File: src/rtl/sonet_frame_aligner.sv
module sonet_frame_aligner #(
  parameter int ROWS      = 9,
  parameter int STS_COLS  = 90,
  parameter int ERR_PULSE = 16,
  parameter int SEF_BAD   = 4,
  parameter int SEF_GOOD  = 2,
  localparam int PW = $clog2(ROWS * STS_COLS * 48)
) (
  input  logic          clk,
  input  logic          rst_n,
  input  logic [7:0]    rx_byte,
  input  logic          los,
  input  logic          hunt_en,
  input  logic [1:0]    pat_sel,
  input  logic [1:0]    rate_sel,
  output logic [7:0]    al_byte,
  output logic          frame_start,
  output logic [PW-1:0] byte_pos,
  output logic          frm_err,
  output logic          sef
);

  localparam int EW = $clog2(ERR_PULSE + 1);
  localparam int BW = $clog2(SEF_BAD + 1);
  localparam int GW = $clog2(SEF_GOOD + 1);
  localparam logic [47:0] PATTERN = 48'hF6F6F6_282828;

  logic [55:0]   hist;
  logic [2:0]    offs;
  logic          locked;
  logic [PW-1:0] pos;
  logic [EW-1:0] pulse_cnt;
  logic [BW-1:0] bad_run;
  logic [GW-1:0] good_run;

  logic [PW-1:0] nsts, flen, wend, pos_cur, pos_nxt;
  logic [47:0]   mask;
  logic [47:0]   win [8];
  logic [7:0]    hit;
  logic [2:0]    hit_idx;
  logic          any_hit, detect_on, relock, at_check, ev_good, ev_bad;

  always_comb begin
    case (rate_sel)
      2'b10:   nsts = PW'(12);
      2'b00:   nsts = PW'(48);
      default: nsts = PW'(3);
    endcase
    case (pat_sel)
      2'b01:   mask = 48'hFFFFFF_FFFFFF;
      2'b10:   mask = 48'h000FFF_FFF000;
      2'b00:   mask = 48'h00003F_FC0000;
      default: mask = '0;
    endcase
  end

  assign flen      = PW'(ROWS * STS_COLS) * nsts;
  assign wend      = PW'(3) * nsts + PW'(2);
  assign detect_on = (pat_sel != 2'b11);

  for (genvar k = 0; k < 8; k++) begin : g_off
    assign win[k] = hist[55-k -: 48];
    assign hit[k] = ((win[k] ^ PATTERN) & mask) == '0;
  end

  always_comb begin
    hit_idx = '0;
    any_hit = 1'b0;
    for (int k = 7; k >= 0; k--) begin
      if (hit[k]) begin
        hit_idx = 3'(k);
        any_hit = 1'b1;
      end
    end
  end

  assign relock   = hunt_en && detect_on && any_hit;
  assign at_check = locked && detect_on && (pos == wend);
  assign ev_good  = relock || (at_check && hit[offs]);
  assign ev_bad   = !relock && at_check && !hit[offs];
  assign pos_cur  = relock ? wend : pos;
  assign pos_nxt  = (pos_cur >= flen - PW'(1)) ? '0 : pos_cur + PW'(1);
  assign frm_err  = (pulse_cnt != '0);

  always_ff @(posedge clk or negedge rst_n) begin
    if (!rst_n) begin
      hist        <= '0;
      offs        <= '0;
      locked      <= 1'b0;
      pos         <= '0;
      al_byte     <= '0;
      byte_pos    <= '0;
      frame_start <= 1'b0;
    end else begin
      hist        <= {hist[47:0], los ? 8'h00 : rx_byte};
      if (relock) offs <= hit_idx;
      locked      <= locked || relock;
      pos         <= pos_nxt;
      al_byte     <= relock ? win[hit_idx][7:0] : win[offs][7:0];
      byte_pos    <= pos_cur;
      frame_start <= (locked || relock) && (pos_cur == '0);
    end
  end

  always_ff @(posedge clk or negedge rst_n) begin
    if (!rst_n)
      pulse_cnt <= '0;
    else if (ev_bad)
      pulse_cnt <= EW'(ERR_PULSE);
    else if (pulse_cnt != '0)
      pulse_cnt <= pulse_cnt - EW'(1);
  end

  always_ff @(posedge clk or negedge rst_n) begin
    if (!rst_n) begin
      sef      <= 1'b1;
      bad_run  <= '0;
      good_run <= '0;
    end else if (los) begin
      sef      <= 1'b1;
      bad_run  <= BW'(SEF_BAD);
      good_run <= '0;
    end else if (ev_bad) begin
      good_run <= '0;
      if (bad_run < BW'(SEF_BAD)) bad_run <= bad_run + BW'(1);
      if (bad_run >= BW'(SEF_BAD - 1)) sef <= 1'b1;
    end else if (ev_good) begin
      bad_run <= '0;
      if (good_run < GW'(SEF_GOOD)) good_run <= good_run + GW'(1);
      if (good_run >= GW'(SEF_GOOD - 1)) sef <= 1'b0;
    end
  end

endmodule

File: config.mk
export PLATFORM = sky130hd
export DESIGN_NAME = sonet_frame_aligner
export DESIGN_NICKNAME = d
export VERILOG_FILES = /design/src/rtl/sonet_frame_aligner.sv
export SDC_FILE = /design/constraint.sdc
export NUM_CORES = 1
export LEC_CHECK = 0
export ABC_AREA = 1
export CAP_MARGIN = 20
export CORE_MARGIN = 2
export CORE_UTILIZATION = 48
export CTS_CLUSTER_SIZE = 25
export DETAILED_ROUTE_END_ITERATION = 7
export GPL_ROUTABILITY_DRIVEN = 1
export HOLD_SLACK_MARGIN = 0.15
export PLACE_DENSITY = 0.78
export SLEW_MARGIN = 20
export SYNTH_ARGS = -nofsm -noshare
export SYNTH_HDL_FRONTEND = slang
export SYNTH_SLANG_ARGS = --single-unit
File: constraint.sdc
create_clock -name clk -period 3.2 [get_ports clk]
set_input_delay 0.32 -clock clk [delete_from_list [all_inputs] [get_ports clk]]
set_output_delay 0.32 -clock clk [all_outputs]
set_load 0.02 [all_outputs]
======== Word level (Yosys, flattened, before mapping) ========
Index checks and enable logic that the tools add are counted.
cells by class
  muxes and demuxes ....................... 45
  order comparisons ....................... 8
  reduce and logical (&&, ||, !) cells .... 31
  bitwise operators ....................... 18
  multipliers ............................. 2
  equal/unequal tests ..................... 7
  add/subtract/negate cells ............... 6
operator list
  kind                     number
  $and A48 B48 Y48         8
  $logic_not A48 Y1        8
  $bmux W48 S3             2
  $not A24 Y24             8
  $pmux W48 S3             1
  $mux W8                  6
  $mux W3                  12
  $mux W16                 2
  $add A16 B1 Y16 const B  1
  $add A16 B2 Y16 const B  1
  $eq A16 B16 Y1           1
  $ge A16 B16 Y1           1
  $logic_not A16 Y1        1
  $mul A2 B16 Y16 const A  1
  $mul A9 B16 Y15 const A  1
  $sub A16 B1 Y16 const B  1
  $mux W1                  14
  $pmux W6 S2              1
  $mux W5                  2
  $reduce_bool A3 Y1       3
  $ge A4 B4 Y1 const B     2
  $logic_and A1 B1 Y1      8
  $mux W2                  4
  $not A3 Y4               2
  20 further kinds         26
word-level totals
  bits in registers ....................... 112
  word-level logic and storage cells ...... 128
  input port bits ......................... 16

======== Depth between registers and ports, before layout ========
  word-level depth ........................ 18
  mapped depth ............................ 30
  gate-level depth less buffers ........... 26

======== Least setup slack after synthesis ========
No wires, ideal clock.
  path kind ............................... input-to-reg
  start point ............................. in pat_sel[1]
  end point ............................... reg pos[5]
  cell stages on the path ................. 28
  path slack .............................. 0.104 ns
  arrival ................................. 3.028 ns
  cells stage by stage .................... inv_1 ha_1 buf_4 inv_4 buf_6 nand2_1 nand2_1 nor2_1 nand2_1 nor2_1 nand3_2 nand2_1 nor2_2 nand2_4 nand2_4 buf_8 buf_6 nand2_2 inv_2 ha_1 nand4_1 nand2_1 nand2_1 nand2_1 a21boi_2 nand2_2 buf_6 nor2_2
between the ends
  longest elaborated chain between the ends .. 16
  elaborated cells between the ends (all ways) .. 35
  those cells by class .................... add/sub: 1; order compare: 1; eq/ne: 3; mux: 11; bitwise: 8; reduce/logical: 11
RTL lines
  what                                  RTL line  source
  from (decl)                           14        input logic [1:0] pat_sel,
  $eq A2 B2 Y1 (tied with other cells)  49        case (pat_sel)
  $pmux W48 S3                          49
  $and A48 B48 Y48                      63        assign hit[k] = ((win[k] ^ PATTERN) & mask) == '0;
  $logic_not A48 Y1                     63
  $mux W1 (8 in a row)                  70        if (hit[k]) begin
  $logic_and A1 B1 Y1 (*)               77        assign relock = hunt_en && detect_on && any_hit;
  $mux W16 (*)                          81        assign pos_cur = relock ? wend : pos;
  net pos_cur[9]                        36        logic [PW-1:0] nsts, flen, wend, pos_cur, pos_nxt;
  $ge A16 B16 Y1 (*)                    82        assign pos_nxt = (pos_cur >= flen - PW'(1)) ? '0 : pos_cur + PW'(1);
  $mux W16 (*)                          82
  net pos_nxt[5]                        36
  to (signal assigned)                  98        pos <= pos_nxt;
  to (decl)                             31        logic [PW-1:0] pos;
The timed path passes the listed nets; every way through them passes the cells marked *.
A chain may end at the register's enable or synchronous reset.

======== Final worst setup path ========
  start point ............................. reg hist[15]
  end point ............................... reg pos[1]
between the ends
  longest elaborated chain between the ends .. 14
  elaborated cells between the ends (all ways) .. 31
  those cells by class .................... add/sub: 1; order compare: 1; mux: 10; bitwise: 10; reduce/logical: 9
RTL lines
  what                                                   RTL line  source
  from (decl)                                            28        logic [55:0] hist;
  from (signal assigned)                                 95        hist <= {hist[47:0], los ? 8'h00 : rx_byte};
  $and A48 B48 Y48 or $not A24 Y24 (tied branches)       --
  $logic_not A48 Y1 or $and A48 B48 Y48 (tied branches)  63
  $mux W1 or $logic_not A48 Y1 (tied branches)           70, 63
  $mux W1 (6 in a row)                                   70
  $mux W1 (*)                                            70
  $logic_and A1 B1 Y1 (*)                                77
  $mux W16 (*)                                           81
  net pos_cur[12]                                        36
  $ge A16 B16 Y1 (*)                                     82
  $mux W16 (*)                                           82
  net pos_nxt[1]                                         36
Marks and branches as above.

==> metrics.txt <==
outcome completed; r2r setup slk 50 ps; Place WS -745 ps; Worst-Margin Slew 550 ps; skew final 10.6 ps; TritonCTS buffer count 9; CTS Sinks 112; DIE AREA 16700 um^2; Longest Clk Path Bufs 2; fmax 0.318 GHz; Power Density 465 nW/um^2; synthesis-to-layout area growth 31.8%; effective utilization at floorplan 0.493; detailed placer's ending HPWL 18500 um; Reg2Reg Launch Point hist[15]; Max VDD drop 0.459 mV; number of synthesized register bits 112; Synth Cell Area 7520 um^2; synthesized area per cell 6.75 um^2; final number of setup-violating endpoints 0; top cells by area, synth dfrtp_1 (37%), nand2_1 (18%), nor2_1 (8.9%); core area 15300 um^2; vias in the first global route 7481; Synth Warn # 0; clk_lat worst skew 370 ps; Post-route DRC 0; Startpoint Class flop; Worst Setup Slack, final 53.2 ps; chip height 129 um; Finished Core Util 0.650; GPL Wtd Cong 1.03; die width 129 um; # rows 45; final hold vios 0; GR Util All Layers 0.301; Required @ worst endpoint 3500 ps; critical path peak fanout 7; most common cell after layout, fill and taps aside nand2_1; fill count 1341; Nets 1319; worst relative slew slack 0.633; fin crit share 0.983; CP cell instances inv_1 > nand2_1 > nand2_1 > nor2_1 > nand2_1 > nor2_1 > nand3_2 > nand2_4 > nor2_2 > nand2_4 > nand2_8 > nand2_1 > inv_1 > ha_1 > a21oi_2 > nand2_1 > a21oi_2 > a21boi_2 > nand2_4 > buf_6 > buf_12 > nor2_1; post-synthesis cell count 1114; CP max stage cell dfrtp_1; register area share after synthesis 0.373; Slew Limit Fails 0; share of the synthesized area in the top cell type 0.369; hold endpoint hist[8]; initial antenna violation count 0; commonest non-fill, non-tap cells in the layout nand2_1 (329), nor2_1 (154), buf_4 (127), inv_1 (115), dfrtp_1 (104); unrepaired setup endpoints after global routing yes; share of cells above drive strength 1 0.227; Port Buf Inserts 42; WL final 25000 um; Syn Nets 1154; DR vias/cell 5.39; TritonCTS clock tree yes; global route overflow 0; max-cap violation count 0; htree depth 3; number of diodes 0; cell mode on critical path nand2_1; Clock transition at path regs 90 ps; minimum clock period 3150 ps; largest net degree at the start of global routing 75; Tightest Hold Check Type flop to flop; post-route ant nets 0; R2R Path End pos[1]; unique cell type count in the Yosys netlist 43; CP peak stage delay 550 ps; drt pass-1 iters 8; Static Leakage 5.07 nW; vias post-DR 8062; Hold Path Depth 0; initial DRC count 929; number of top-level pins 43; first-pass GRT wire length 38800 um; CTS root buf clkbuf_16; Synth area leader dfrtp_1; hold_sp hist[0]; CP arrival 3450 ps; crit end category flop; Setup CP Type flop to flop; r2r worst-path depth 22; post-DR wirelength/cell 16.7 um
[cell usage after synthesis]
library cell	number
a211o_1	1
a211oi_1	3
a21boi_2	1
a21oi_1	53
a21oi_2	1
a22oi_1	1
a311oi_1	1
a31oi_1	2
a41oi_1	1
buf_2	5
buf_4	5
buf_6	8
buf_8	1
clkbuf_1	10
clkinv_1	1
dfrtp_1	111
dfstp_2	1
ha_1	24
inv_1	120
inv_2	4
inv_4	1
mux2i_1	4
nand2_1	351
nand2_2	15
nand2_4	5
nand3_1	70
nand3_2	5
nand3b_1	2
nand4_1	13
nor2_1	179
nor2_2	15
nor2_4	2
nor3_1	10
nor3_2	1
nor3_4	1
nor3b_1	1
nor4_1	3
o211ai_1	10
o21ai_0	51
o21ai_1	6
o21ai_2	1
o31ai_1	1
xor2_1	13
[critical path, delay by kind of cell (launching register included)]
kind	cells	cell delay [ps]
compound gates	3	490
flops	1	550
fa+ha+maj	1	220
buf+inv	4	440
simple gates	14	1380
[how the worst max path moves through the flow]
stage | start | to | slack [ps] | depth (start not counted)
2_1_floorplan | pat_sel[1] | pos[5] | 100 | 28
4_1_cts | pat_sel[1] | pos[12] | 10 | 30
3_5_place_dp | pat_sel[0] | pos[1] | -750 | 26
5_1_grt | pat_sel[1] | pos[1] | -110 | 26
3_3_place_gp | pat_sel[0] | pos[4] | -700 | 26
6_report | hist[15] | pos[1] | 50 | 22
[metal layers]
layer | global-route usage | share of wire
met2 | 0.509 | 0.48
met5 | 0 | 0
met4 | 0.126 | 0.043
met1 | 0.378 | 0.39
met3 | 0.0582 | 0.087
[kinds of logic after synthesis]
group / Yosys count / synth area share
fa+ha+maj: 24 / 0.0399
buf+inv: 155 / 0.0905
xor+xnor: 13 / 0.0151
simple gates: 673 / 0.379
compound gates: 133 / 0.0971
mux: 4 / 0.00532
flops: 112 / 0.373
[power by group]
group	total (W)	internal, W	switching (W)
sequential	0.00176	0.00160	0.000154
combinational	0.00160	0.000695	0.000909
clock	0.00125	0.000643	0.000606
[area by class of cell]
type / instances / area [um^2] / area share
multi-input cells: 847 / 4350 / 0.438
flip-flops and latches: 112 / 2810 / 0.284
repair buffers: 183 / 1670 / 0.168
inverters: 126 / 488 / 0.0492
well taps: 211 / 264 / 0.0266
clock buffers: 9 / 225 / 0.0227
clock inverters: 7 / 110 / 0.0111
[what timing repair did]
action,4_1_cts,5_1_grt
cloned,3,0
endpoints found under the setup margin,27,19
resized for setup,38,92
hold buffers,1,0
setup buffers,6,9
endpoints found under the hold margin,38,0
pin swaps,7,19
[state kept, by name, indices dropped and copies added, names as in the netlist]
signal       count
bad_run          3
offs             3
locked           1
pulse_cnt        5
frame_start      1
al_byte          8
pos             16
byte_pos        16
hist            56
good_run         2
sef              1
[per-stage QoR]
step | std cells | TNS [ps] | power (W) | cell area [um^2] | hold slack, ps
after global routing | 1495 | -667 | 0.00486 | 9910 | 375
after global placement | 1461 | -17940 | 0.00321 | 9010 | 333
after detailed placement | 1461 | -18860 | 0.00324 | 9010 | 340
final | 1495 | 0 | 0.00461 | 9910 | 365
after CTS | 1487 | 0 | 0.00455 | 9600 | 369
after floorplan | 1114 | 0 | 0.00261 | 7520 | 24.4
Note: power is estimated with default switching activity, not from simulation.
